### config.mk
export PLATFORM = sky130hd
export DESIGN_NAME = fsk_period_demod
export DESIGN_NICKNAME = d
export VERILOG_FILES = /design/src/rtl/fsk_demod_pkg.sv /design/src/rtl/fsk_period_meter.sv /design/src/rtl/fsk_ref_learner.sv /design/src/rtl/fsk_bit_slicer.sv /design/src/rtl/fsk_period_demod.sv
export SDC_FILE = /design/constraint.sdc
export NUM_CORES = 1
export LEC_CHECK = 0
export CORE_MARGIN = 2
export CORE_UTILIZATION = 55
export DETAILED_ROUTE_END_ITERATION = 16
export DONT_BUFFER_PORTS = 1
export HOLD_SLACK_MARGIN = 0.1
export PLACE_DENSITY = 0.69
export SLEW_MARGIN = 25
export SYNTH_ARGS = -nofsm -noshare
export SYNTH_HDL_FRONTEND = slang
export SYNTH_SLANG_ARGS = --single-unit
### constraint.sdc
create_clock -name clk -period 11.7 [get_ports clk]
set_input_delay 2.34 -clock clk [delete_from_list [all_inputs] [get_ports clk]]
set_output_delay 2.34 -clock clk [all_outputs]
set_load 0.1 [all_outputs]
### src/rtl/fsk_demod_pkg.sv
package fsk_demod_pkg;
  localparam int unsigned PER_W  = 8;
  localparam int unsigned AVG_LG = 3;

  typedef logic [PER_W-1:0] per_t;

  typedef struct packed {
    logic vld;
    per_t cnt;
  } period_s;
endpackage

### src/rtl/fsk_period_meter.sv
module fsk_period_meter
  import fsk_demod_pkg::*;
(
  input  logic    clk,
  input  logic    rst,
  input  logic    enable,
  input  logic    lim_in,
  output period_s per_o
);
  localparam per_t CNT_MAX = '1;

  logic lim_q, lim_qq, armed_q;
  per_t cnt_q;
  logic rise;

  assign rise = lim_q & ~lim_qq;

  always_ff @(posedge clk) begin
    if (rst) begin
      lim_q   <= 1'b0;
      lim_qq  <= 1'b0;
      armed_q <= 1'b0;
      cnt_q   <= '0;
      per_o   <= '0;
    end else begin
      lim_q     <= lim_in;
      lim_qq    <= lim_q;
      per_o.vld <= 1'b0;
      if (!enable) begin
        cnt_q   <= '0;
        armed_q <= 1'b0;
        per_o   <= '0;
      end else if (rise) begin
        per_o.vld <= armed_q;
        per_o.cnt <= cnt_q;
        cnt_q     <= per_t'(1);
        armed_q   <= 1'b1;
      end else if (cnt_q != CNT_MAX) begin
        cnt_q <= cnt_q + per_t'(1);
      end
    end
  end


  nonzero_period_chk: assert property (@(posedge clk) disable iff (rst)
    per_o.vld |-> per_o.cnt != '0);


  quiet_when_off_chk: assert property (@(posedge clk) disable iff (rst)
    !enable |=> !per_o.vld);
endmodule

### src/rtl/fsk_ref_learner.sv
module fsk_ref_learner
  import fsk_demod_pkg::*;
#(
  parameter per_t LO_MIN = 8'd112,
  parameter per_t LO_MAX = 8'd125
) (
  input  logic    clk,
  input  logic    rst,
  input  logic    enable,
  input  period_s per_i,
  output per_t    ref_o,
  output logic    valid_o
);
  localparam int unsigned SUM_W = PER_W + AVG_LG;

  logic [SUM_W-1:0]  sum_q, sum_nx;
  logic [AVG_LG-1:0] n_q;
  logic              in_rng;

  assign in_rng = (per_i.cnt >= LO_MIN) && (per_i.cnt <= LO_MAX);
  assign sum_nx = sum_q + SUM_W'(per_i.cnt);

  always_ff @(posedge clk) begin
    if (rst || !enable) begin
      sum_q   <= '0;
      n_q     <= '0;
      ref_o   <= '0;
      valid_o <= 1'b0;
    end else if (per_i.vld && !valid_o) begin
      if (!in_rng) begin
        sum_q <= '0;
        n_q   <= '0;
      end else if (n_q == '1) begin
        ref_o   <= sum_nx[SUM_W-1:AVG_LG];
        valid_o <= 1'b1;
        sum_q   <= '0;
        n_q     <= '0;
      end else begin
        sum_q <= sum_nx;
        n_q   <= n_q + 1'b1;
      end
    end
  end


  ref_in_window_chk: assert property (@(posedge clk) disable iff (rst)
    valid_o |-> (ref_o >= LO_MIN && ref_o <= LO_MAX));


  ref_hold_chk: assert property (@(posedge clk) disable iff (rst)
    (valid_o && enable) |=> valid_o);
endmodule

### src/rtl/fsk_bit_slicer.sv
module fsk_bit_slicer
  import fsk_demod_pkg::*;
#(
  parameter int unsigned HYS_UP  = 7,
  parameter int unsigned HYS_DN  = 5,
  parameter int unsigned HIST_W  = 12,
  parameter int unsigned LEAD_LO = 8,
  parameter int unsigned BYTE_W  = 8
) (
  input  logic              clk,
  input  logic              rst,
  input  logic              enable,
  input  period_s           per_i,
  input  per_t              base_i,
  input  logic              cls_en_i,
  output logic              start_o,
  output logic              byte_vld_o,
  output logic [BYTE_W-1:0] byte_o
);
  localparam int unsigned HIGH_N = HIST_W - LEAD_LO;
  localparam logic [HIST_W-1:0] START_PAT = HIST_W'((1 << HIGH_N) - 1);
  localparam int unsigned FILL_W = $clog2(HIST_W + 1);
  localparam int unsigned BC_W   = $clog2(BYTE_W);
  localparam logic [PER_W:0] UP_M = (PER_W+1)'(HYS_UP);
  localparam logic [PER_W:0] DN_M = (PER_W+1)'(HYS_DN);

  logic              hi_q, rp_q, f_q, lock_q;
  logic [HIST_W-1:0] hist_q, hist_nx;
  logic [FILL_W-1:0] fill_q;
  logic [BC_W-1:0]   bc_q;
  logic [BYTE_W-1:0] sh_q;
  logic [PER_W:0]    thr;
  logic              raw, f_nx;

  always_comb begin
    thr     = {1'b0, base_i} + (hi_q ? DN_M : UP_M);
    raw     = {1'b0, per_i.cnt} > thr;
    f_nx    = (raw == rp_q) ? raw : f_q;
    hist_nx = {hist_q[HIST_W-2:0], f_nx};
  end

  always_ff @(posedge clk) begin
    if (rst || !enable) begin
      hi_q <= 1'b0; rp_q <= 1'b0; f_q <= 1'b0; lock_q <= 1'b0;
      hist_q <= '0; fill_q <= '0; bc_q <= '0; sh_q <= '0;
      start_o <= 1'b0; byte_vld_o <= 1'b0; byte_o <= '0;
    end else begin
      start_o    <= 1'b0;
      byte_vld_o <= 1'b0;
      if (per_i.vld && cls_en_i) begin
        hi_q   <= raw;
        rp_q   <= raw;
        f_q    <= f_nx;
        hist_q <= hist_nx;
        if (fill_q != FILL_W'(HIST_W)) fill_q <= fill_q + 1'b1;
        if (!lock_q) begin
          if (fill_q >= FILL_W'(HIST_W - 1) && hist_nx == START_PAT) begin
            start_o <= 1'b1;
            lock_q  <= 1'b1;
            bc_q    <= '0;
          end
        end else begin
          sh_q <= {f_nx, sh_q[BYTE_W-1:1]};
          if (bc_q == BC_W'(BYTE_W - 1)) begin
            byte_o     <= {f_nx, sh_q[BYTE_W-1:1]};
            byte_vld_o <= 1'b1;
            bc_q       <= '0;
          end else begin
            bc_q <= bc_q + 1'b1;
          end
        end
      end
    end
  end


  start_once_chk: assert property (@(posedge clk) disable iff (rst)
    start_o |=> !start_o);


  byte_pulse_chk: assert property (@(posedge clk) disable iff (rst)
    byte_vld_o |=> !byte_vld_o);


  byte_not_with_start_chk: assert property (@(posedge clk) disable iff (rst)
    byte_vld_o |-> !start_o);
endmodule

### src/rtl/fsk_period_demod.sv
module fsk_period_demod
  import fsk_demod_pkg::*;
#(
  parameter per_t        LO_MIN  = 8'd112,
  parameter per_t        LO_MAX  = 8'd125,
  parameter int unsigned HYS_UP  = 7,
  parameter int unsigned HYS_DN  = 5,
  parameter int unsigned HIST_W  = 12,
  parameter int unsigned LEAD_LO = 8,
  parameter int unsigned BYTE_W  = 8
) (
  input  logic              clk,
  input  logic              rst,
  input  logic              enable,
  input  logic              lim_in,
  input  logic              fix_en,
  input  logic [PER_W-1:0]  fix_thr,
  output logic [PER_W-1:0]  avg_count,
  output logic              ref_valid,
  output logic              start_det,
  output logic              byte_valid,
  output logic [BYTE_W-1:0] byte_data
);
  period_s per;
  per_t    base;
  logic    cls_en;

  fsk_period_meter u_meter (
    .clk(clk), .rst(rst), .enable(enable), .lim_in(lim_in), .per_o(per)
  );

  fsk_ref_learner #(.LO_MIN(LO_MIN), .LO_MAX(LO_MAX)) u_learn (
    .clk(clk), .rst(rst), .enable(enable), .per_i(per),
    .ref_o(avg_count), .valid_o(ref_valid)
  );

  assign base   = fix_en ? fix_thr : avg_count;
  assign cls_en = fix_en | ref_valid;

  fsk_bit_slicer #(
    .HYS_UP(HYS_UP), .HYS_DN(HYS_DN), .HIST_W(HIST_W),
    .LEAD_LO(LEAD_LO), .BYTE_W(BYTE_W)
  ) u_slice (
    .clk(clk), .rst(rst), .enable(enable), .per_i(per),
    .base_i(base), .cls_en_i(cls_en),
    .start_o(start_det), .byte_vld_o(byte_valid), .byte_o(byte_data)
  );
endmodule

==> impl_metrics.py, run 1 <==
metrics = {
    "drt": {
        "detail_route.drc_violations": 0,
        "routedWlPerCell_microns": 14.5,
        "antenna_left": 0,
        "routed_wl_microns": 7970,
        "num_vias": 3054,
        "detailed_routing_iterations_pass_1": 4,
        "post_drt_via_cell_ratio": 5.56,
        "drt_first_iter_violations": 174,
    },
    "sta": {
        "setup-violations-final": 0,
        "whs_ps": 463,
        "postLayoutSetupSlackWorst_ps": 6920,
        "final-hold-violation-count": 0,
        "rsz0062_at_grt": "no",
        "timing.clock.skew_ps": 4.67,
        "fmax_mhz": 209,
        "finalSetupTns_ps": 0,
        "finalMaxSlewViolations": 0,
        "worst_slew_pin_slew_ps": 1080,
        "final.min_clock_period_ps": 4780,
        "relSlewSlack": 0.276,
        "fin_crit_sh": 0.408,
    },
    "final_layout": {
        "mostFrequentLayoutCell": "sky130_fd_sc_hd__nand2_1",
        "design.final.nets": 487,
        "antenna-diode-count": 0,
        "most_frequent_cells_in_the_layout": "sky130_fd_sc_hd__nand2_1 (81), sky130_fd_sc_hd__dfxtp_1 (79), sky130_fd_sc_hd__a21oi_1 (47), sky130_fd_sc_hd__nor2_1 (42), sky130_fd_sc_hd__ha_1 (24)",
        "post_route_cells_drive_above_1_share": 0.0552,
        "postLayoutCoreUtil": 0.606,
        "flow.area_growth_from_synthesis_pct": 6.61,
        "fin_cells": 549,
        "final_area_sq_mm": 0.00414,
    },
    "hold_path": {
        "timing.hold.worst.class": "reg2reg",
        "hold-path-endpoint": "u_slice.start_o$_SDFF_PP0_",
        "worst_hold_path_stage_count": 1,
        "hold_sp": "u_slice.lock_q$_SDFFE_PP0P_",
    },
    "floorplan": {
        "die_width_microns": 88.0,
        "num_rows": 30,
        "die-area_sq_mm": 0.00775,
        "core_area_sq_mm": 0.00683,
        "initial_core_util": 0.568,
        "die_y_microns": 88.0,
        "io_pins": 32,
    },
    "global_route": {
        "met2_usage": 0.317,
        "gr-usage-met3": 0.0669,
        "largest_net_degree_at_the_start_of_global_routing": 65,
        "grt_util_met1": 0.315,
        "grt_busiest_layer": "met2",
        "gr-usage-all-layers": 0.224,
        "initial_antenna_violation_count": 0,
        "first_global_vias": 2767,
        "grt-ovfl-total": 0,
        "wire_length_of_the_first_global_routing_pass_microns": 13500,
    },
    "critical_path": {
        "path_class": "in2reg",
        "crit_family": "simple AND/OR/NAND/NOR gates",
        "cpMaxStageDelayCell": "sky130_fd_sc_hd__ha_1",
        "critical_path_stages": 15,
        "path_max_fanout": 20,
        "worstSetupEndpointType": "flip-flop",
        "critical_path.cell_chain": "mux2i_1 -> inv_1 -> ha_1 -> nor2b_1 -> nor3_1 -> nand2b_1 -> a21oi_1 -> xor2_1 -> ha_1 -> nand4_1 -> nor2_1 -> a21oi_1 -> and3_1 -> o21ai_1 -> a41o_1",
        "critPathRequiredTime_ps": 12000,
        "rrSetupSlack_ps": 7830,
        "timing.reg2reg.worst_path_depth": 13,
        "max_incr_delay_on_cp_ps": 340,
        "critPathArrivalTime_ps": 5080,
        "reg2reg_from": "u_learn.ref_o[0]$_SDFFE_PP0P_",
        "worst-path-buf-inv": 1,
        "worst_setup_path_start_kind": "primary input",
        "critical_path.reg2reg.endpoint": "u_slice.bc_q[1]$_SDFFE_PP0P_",
    },
    "logic_synthesis": {
        "synth.yosys.warnings": 0,
        "postSynthCellCount": 457,
        "synth_area_sq_mm": 0.00388,
        "syn_nets": 496,
        "ys_types": 52,
        "synth_enable_flop_cells": 0,
        "synth_area_per_cell_sq_um": 8.50,
        "synth_async_sr_flop_share": 0,
        "ys_seq_area_frac": 0.413,
        "ys_dominant_reg_cell": "sky130_fd_sc_hd__dfxtp_1",
        "synth-seq-cells": 80,
    },
    "pwr": {
        "power_switching_share": 0.219,
        "vdd_drop_max_mv": 0.0746,
        "power.leakage_nw": 1.50,
        "internal_cell_power_uw": 401,
        "netSwitchingPower_uw": 112,
        "powerDensity_mw_per_mm2": 124,
        "pwr-share-seq": 0.533,
        "power.combinational.fraction": 0.038,
        "pwr-share-clk": 0.429,
        "power_uw": 513,
    },
    "placement": {
        "placed_cells": 533,
        "post-dp-hpwl_microns": 5530,
        "place_worst_setup_slack_ps": 6600,
        "port_buffers": 0,
        "globalplace.congestion": 0.828,
        "detailed_place.area_sq_mm": 0.00393,
    },
    "clock_tree": {
        "tritoncts.num_buffers": 9,
        "clockBufferDepth": 2,
        "cts_setup_buffers": 0,
        "clk_root_buffer_cell": "sky130_fd_sc_hd__clkbuf_8",
        "tritoncts": "yes",
        "cts.reportedPaths.clkPinSlew_ps": 80,
        "cts_repair_resize_count": 0,
        "holdBufCountCts": 0,
        "cts_sinks": 80,
        "cts.htree.levels": 3,
        "insertion_delay_ps": 350,
    },
    "status": {
        "outcome": "complete, no violations",
    },
    "flow_run": {
        "cap_viol_max_count": 0,
    },
}
==> routing by layer <==
| metal | vias to the layer above | share of wire |
|---|---|---|
| met5 | - | 0 |
| met1 | 1392 | 0.49 |
| met2 | 71 | 0.42 |
| met4 | 0 | 0.024 |
| li1 | 1577 | - |
| met3 | 14 | 0.064 |
==> area by class of cell <==
class | count | area [sq um]
Clock buffer | 11 | 131
Clock inverter | 5 | 81.3
Fill cell | 620 | 2690
Inverter | 7 | 26.3
Multi-Input combinational cell | 348 | 2160
Sequential cell | 80 | 1600
Tap cell | 96 | 120
Timing Repair Buffer | 2 | 15.0
==> synthesized netlist by cell type (5+ instances only) <==
master / count / area [sq um]
sky130_fd_sc_hd__nand2b_1: 5 / 31.3
sky130_fd_sc_hd__nand3_1: 15 / 75.1
sky130_fd_sc_hd__xor2_1: 11 / 96.3
sky130_fd_sc_hd__and3_1: 7 / 43.8
sky130_fd_sc_hd__nor2b_1: 7 / 43.8
sky130_fd_sc_hd__xnor2_1: 11 / 96.3
sky130_fd_sc_hd__a21oi_1: 47 / 235
sky130_fd_sc_hd__nor2_1: 42 / 158
sky130_fd_sc_hd__clkbuf_1: 12 / 45.0
sky130_fd_sc_hd__nand2_1: 81 / 304
sky130_fd_sc_hd__nor3_1: 6 / 30.0
sky130_fd_sc_hd__mux2i_1: 13 / 130
sky130_fd_sc_hd__nand4_1: 6 / 37.5
sky130_fd_sc_hd__o21ai_0: 15 / 75.1
sky130_fd_sc_hd__dfxtp_1: 80 / 1600
sky130_fd_sc_hd__ha_1: 24 / 300
sky130_fd_sc_hd__inv_1: 7 / 26.3
sky130_fd_sc_hd__a22oi_1: 10 / 75.1
==> worst max path at each step <==
stage                      start                            to  slack [ps]
after CTS                 fix_en  u_slice.bc_q[1]$_SDFFE_PP0P_        6960
after global routing      fix_en  u_slice.bc_q[0]$_SDFFE_PP0P_        6680
after floorplan           fix_en  u_slice.bc_q[0]$_SDFFE_PP0P_        6420
final                     fix_en  u_slice.bc_q[1]$_SDFFE_PP0P_        6920
after detailed placement  fix_en  u_slice.bc_q[1]$_SDFFE_PP0P_        6600
after global placement    fix_en  u_slice.bc_q[1]$_SDFFE_PP0P_        6690
==> registers in the layout, summed over array words and instances (netlist names), 4 cells and up <==
register,count
u_meter.cnt_q,8
u_learn.ref_o,8
u_slice.sh_q,7
u_learn.sum_q,11
u_meter.per_o,9
u_slice.hist_q,11
u_slice.byte_o,8
u_slice.fill_q,4
==> power by group through the flow <==
stage               combinational [mW]  clock, mW  sequential (mW)
floorplan                       0.0165          0            0.280
global placement                0.0189          0            0.280
detailed placement              0.0193          0            0.280
CTS                             0.0194      0.225            0.273
global route                    0.0219      0.236            0.274
finish                          0.0195      0.220            0.273
==> cell families (layout without fill, tap and decap cells) <==
group	count (synthesis)	in the layout	synth area share
adders and majority gates	26	26	0.0877
DFF	80	80	0.413
xor gates and xnor gates	22	22	0.0496
muxes	14	14	0.0364
and+or+nand+nor	189	189	0.227
AOI/OAI and AO/OA	97	97	0.156
buffers and inverters	29	25	0.0313
No activity file was read; power rests on OpenSTA's default activity.
==> run 2: changes to the inputs <==
==> constraint.sdc (replaced) <==
create_clock -name clk -period 4.9 [get_ports clk]
set_input_delay 0.98 -clock clk [delete_from_list [all_inputs] [get_ports clk]]
set_output_delay 0.98 -clock clk [all_outputs]
set_load 0.1 [all_outputs]
==> impl_metrics.py, run 2 (same netlist as run 1, synthesis figures left out) <==
metrics = {
    "critical_path": {
        "path_max_fanout": 20,
        "crit_path_end": "u_slice.bc_q[1]$_SDFFE_PP0P_",
        "crit_family": "simple AND/OR/NAND/NOR gates",
        "critical_path.cell_chain": "mux2i_1 -> inv_1 -> ha_1 -> nor2b_1 -> nor3_1 -> nand2b_1 -> a21oi_1 -> xor2_1 -> ha_1 -> nand4_1 -> nor2_1 -> a21oi_1 -> and3_1 -> o21ai_1 -> a41o_1",
        "cp-startpoint": "fix_en",
        "timing.reg2reg.worst_path_depth": 14,
        "reg2reg_from": "u_learn.ref_o[1]$_SDFFE_PP0P_",
        "worst_setup_path_start_kind": "primary input",
        "critical_path_stages": 15,
        "critPathRequiredTime_ps": 5200,
        "worst-path-buf-inv": 1,
        "worstSetupEndpointType": "flip-flop",
        "critPathArrivalTime_ps": 3690,
        "path_class": "in2reg",
        "max_incr_delay_on_cp_ps": 330,
        "critical_path.reg2reg.endpoint": "u_slice.bc_q[1]$_SDFFE_PP0P_",
        "rrSetupSlack_ps": 1580,
        "cpMaxStageDelayCell": "sky130_fd_sc_hd__ha_1",
    },
    "final_layout": {
        "antenna-diode-count": 0,
        "regArea_sq_mm": 0.00160,
        "flow.area_growth_from_synthesis_pct": 6.93,
        "design.final.nets": 493,
        "final.fill_count": 632,
        "biggestRegsByFlops": "u_learn.sum_q (11), u_slice.hist_q (11), u_meter.per_o (9)",
        "most_frequent_cells_in_the_layout": "sky130_fd_sc_hd__nand2_1 (81), sky130_fd_sc_hd__dfxtp_1 (79), sky130_fd_sc_hd__a21oi_1 (47), sky130_fd_sc_hd__nor2_1 (42), sky130_fd_sc_hd__ha_1 (24)",
        "mostFrequentLayoutCell": "sky130_fd_sc_hd__nand2_1",
        "multi_input_logic_area_sq_mm": 0.00216,
        "post_route_cells_drive_above_1_share": 0.0719,
    },
    "sta": {
        "rsz0062_at_grt": "no",
        "finalMaxSlewViolations": 0,
        "final-hold-violation-count": 0,
        "fin_crit_sh": 0.692,
        "final.min_clock_period_ps": 3390,
        "worst_slew_pin_slew_ps": 1070,
        "setup-violations-final": 0,
        "timing.clock.skew_ps": 6.75,
        "postLayoutSetupSlackWorst_ps": 1510,
        "finalSetupTns_ps": 0,
        "relSlewSlack": 0.284,
        "fmax_mhz": 295,
    },
    "floorplan": {
        "die-area_sq_mm": 0.00775,
        "die_y_microns": 88.0,
        "core_area_sq_mm": 0.00683,
        "num_rows": 30,
        "initial_core_util": 0.568,
        "io_pins": 32,
        "die_width_microns": 88.0,
    },
    "drt": {
        "detailed_routing_iterations_pass_1": 4,
        "detail_route.drc_violations": 0,
        "post_drt_via_cell_ratio": 5.59,
        "drt_first_iter_violations": 173,
        "routed_wl_microns": 7800,
        "routedWlPerCell_microns": 14.1,
        "num_vias": 3102,
        "antenna_left": 0,
    },
    "global_route": {
        "largest_net_degree_at_the_start_of_global_routing": 35,
        "initial_antenna_violation_count": 0,
        "first_global_vias": 2860,
        "grt-ovfl-total": 0,
        "gr-usage-all-layers": 0.217,
        "wire_length_of_the_first_global_routing_pass_microns": 13200,
    },
    "pwr": {
        "vdd_drop_max_mv": 0.140,
        "powerDensity_mw_per_mm2": 275,
        "power.leakage_nw": 1.51,
    },
    "clock_tree": {
        "cts_repair_resize_count": 0,
        "tritoncts": "yes",
        "holdBufCountCts": 0,
        "clockBufferDepth": 2,
        "cts_sinks": 80,
        "insertion_delay_ps": 350,
        "tritoncts.num_buffers": 9,
        "cts_setup_buffers": 0,
        "clk_root_buffer_cell": "sky130_fd_sc_hd__clkbuf_8",
        "cts.reportedPaths.clkPinSlew_ps": 80,
        "cts.htree.levels": 3,
    },
    "placement": {
        "port_buffers": 0,
        "post-dp-hpwl_microns": 5550,
        "globalplace.congestion": 0.837,
        "place_worst_setup_slack_ps": 1160,
    },
    "status": {
        "outcome": "complete, no violations",
    },
    "flow_run": {
        "cap_viol_max_count": 0,
    },
    "hold_path": {
        "timing.hold.worst.class": "reg2reg",
    },
}
[run 2: where the power goes]
group	leakage, nW	internal, mW	switching, mW
Sequential	0.645	0.651	0.00163
Combinational	0.781	0.0175	0.0281
Clock	0.0838	0.189	0.254
Total	1.51	0.858	0.284
[run 2: how the worst min path moves through the flow]
| stage | slack (ps) | to | startpoint | depth (start not counted) |
|---|---|---|---|---|
| after floorplan | 430 | u_slice.hist_q[10]$_SDFFE_PP0P_ | u_slice.hist_q[10]$_SDFFE_PP0P_ | 2 |
| after global placement | 440 | u_meter.armed_q$_SDFFE_PP0P_ | u_meter.armed_q$_SDFFE_PP0P_ | 2 |
| after detailed placement | 450 | u_slice.start_o$_SDFF_PP0_ | u_slice.lock_q$_SDFFE_PP0P_ | 1 |
| after CTS | 470 | u_slice.start_o$_SDFF_PP0_ | u_slice.lock_q$_SDFFE_PP0P_ | 1 |
| after global routing | 490 | u_meter.armed_q$_SDFFE_PP0P_ | u_meter.armed_q$_SDFFE_PP0P_ | 2 |
| final | 470 | u_slice.start_o$_SDFF_PP0_ | u_slice.lock_q$_SDFFE_PP0P_ | 1 |
[run 2: per-layer routing]
layer,share of wire,up-vias,track usage
li1,-,1595,-
met1,0.49,1439,0.290
met2,0.44,57,0.333
met3,0.056,11,0.0660
met4,0.013,0,0.0771
met5,0,-,0
[run 2: through the flow]
| stage | total power, mW | utilization | instance area [sq um] | std cells | hold WS (ps) |
|---|---|---|---|---|---|
| after detailed placement | 0.714 | 0.581 | 3970 | 539 | 453 |
| after global placement | 0.713 | 0.581 | 3970 | 539 | 442 |
| after floorplan | 0.707 | - | 3880 | 457 | 432 |
| after global routing | 1.19 | 0.608 | 4150 | 555 | 493 |
| after CTS | 1.16 | 0.608 | 4150 | 555 | 465 |
| final | 1.14 | 0.608 | 4150 | 555 | 467 |
[run 2: area by class of cell]
| type | count | area share |
|---|---|---|
| sequential | 80 | 0.386 |
| clock inverter | 7 | 0.0136 |
| tap | 96 | 0.0289 |
| inverter | 7 | 0.00633 |
| timing repair buffer | 8 | 0.0145 |
| multi-input combinational | 348 | 0.521 |
| clock buffer | 9 | 0.0298 |
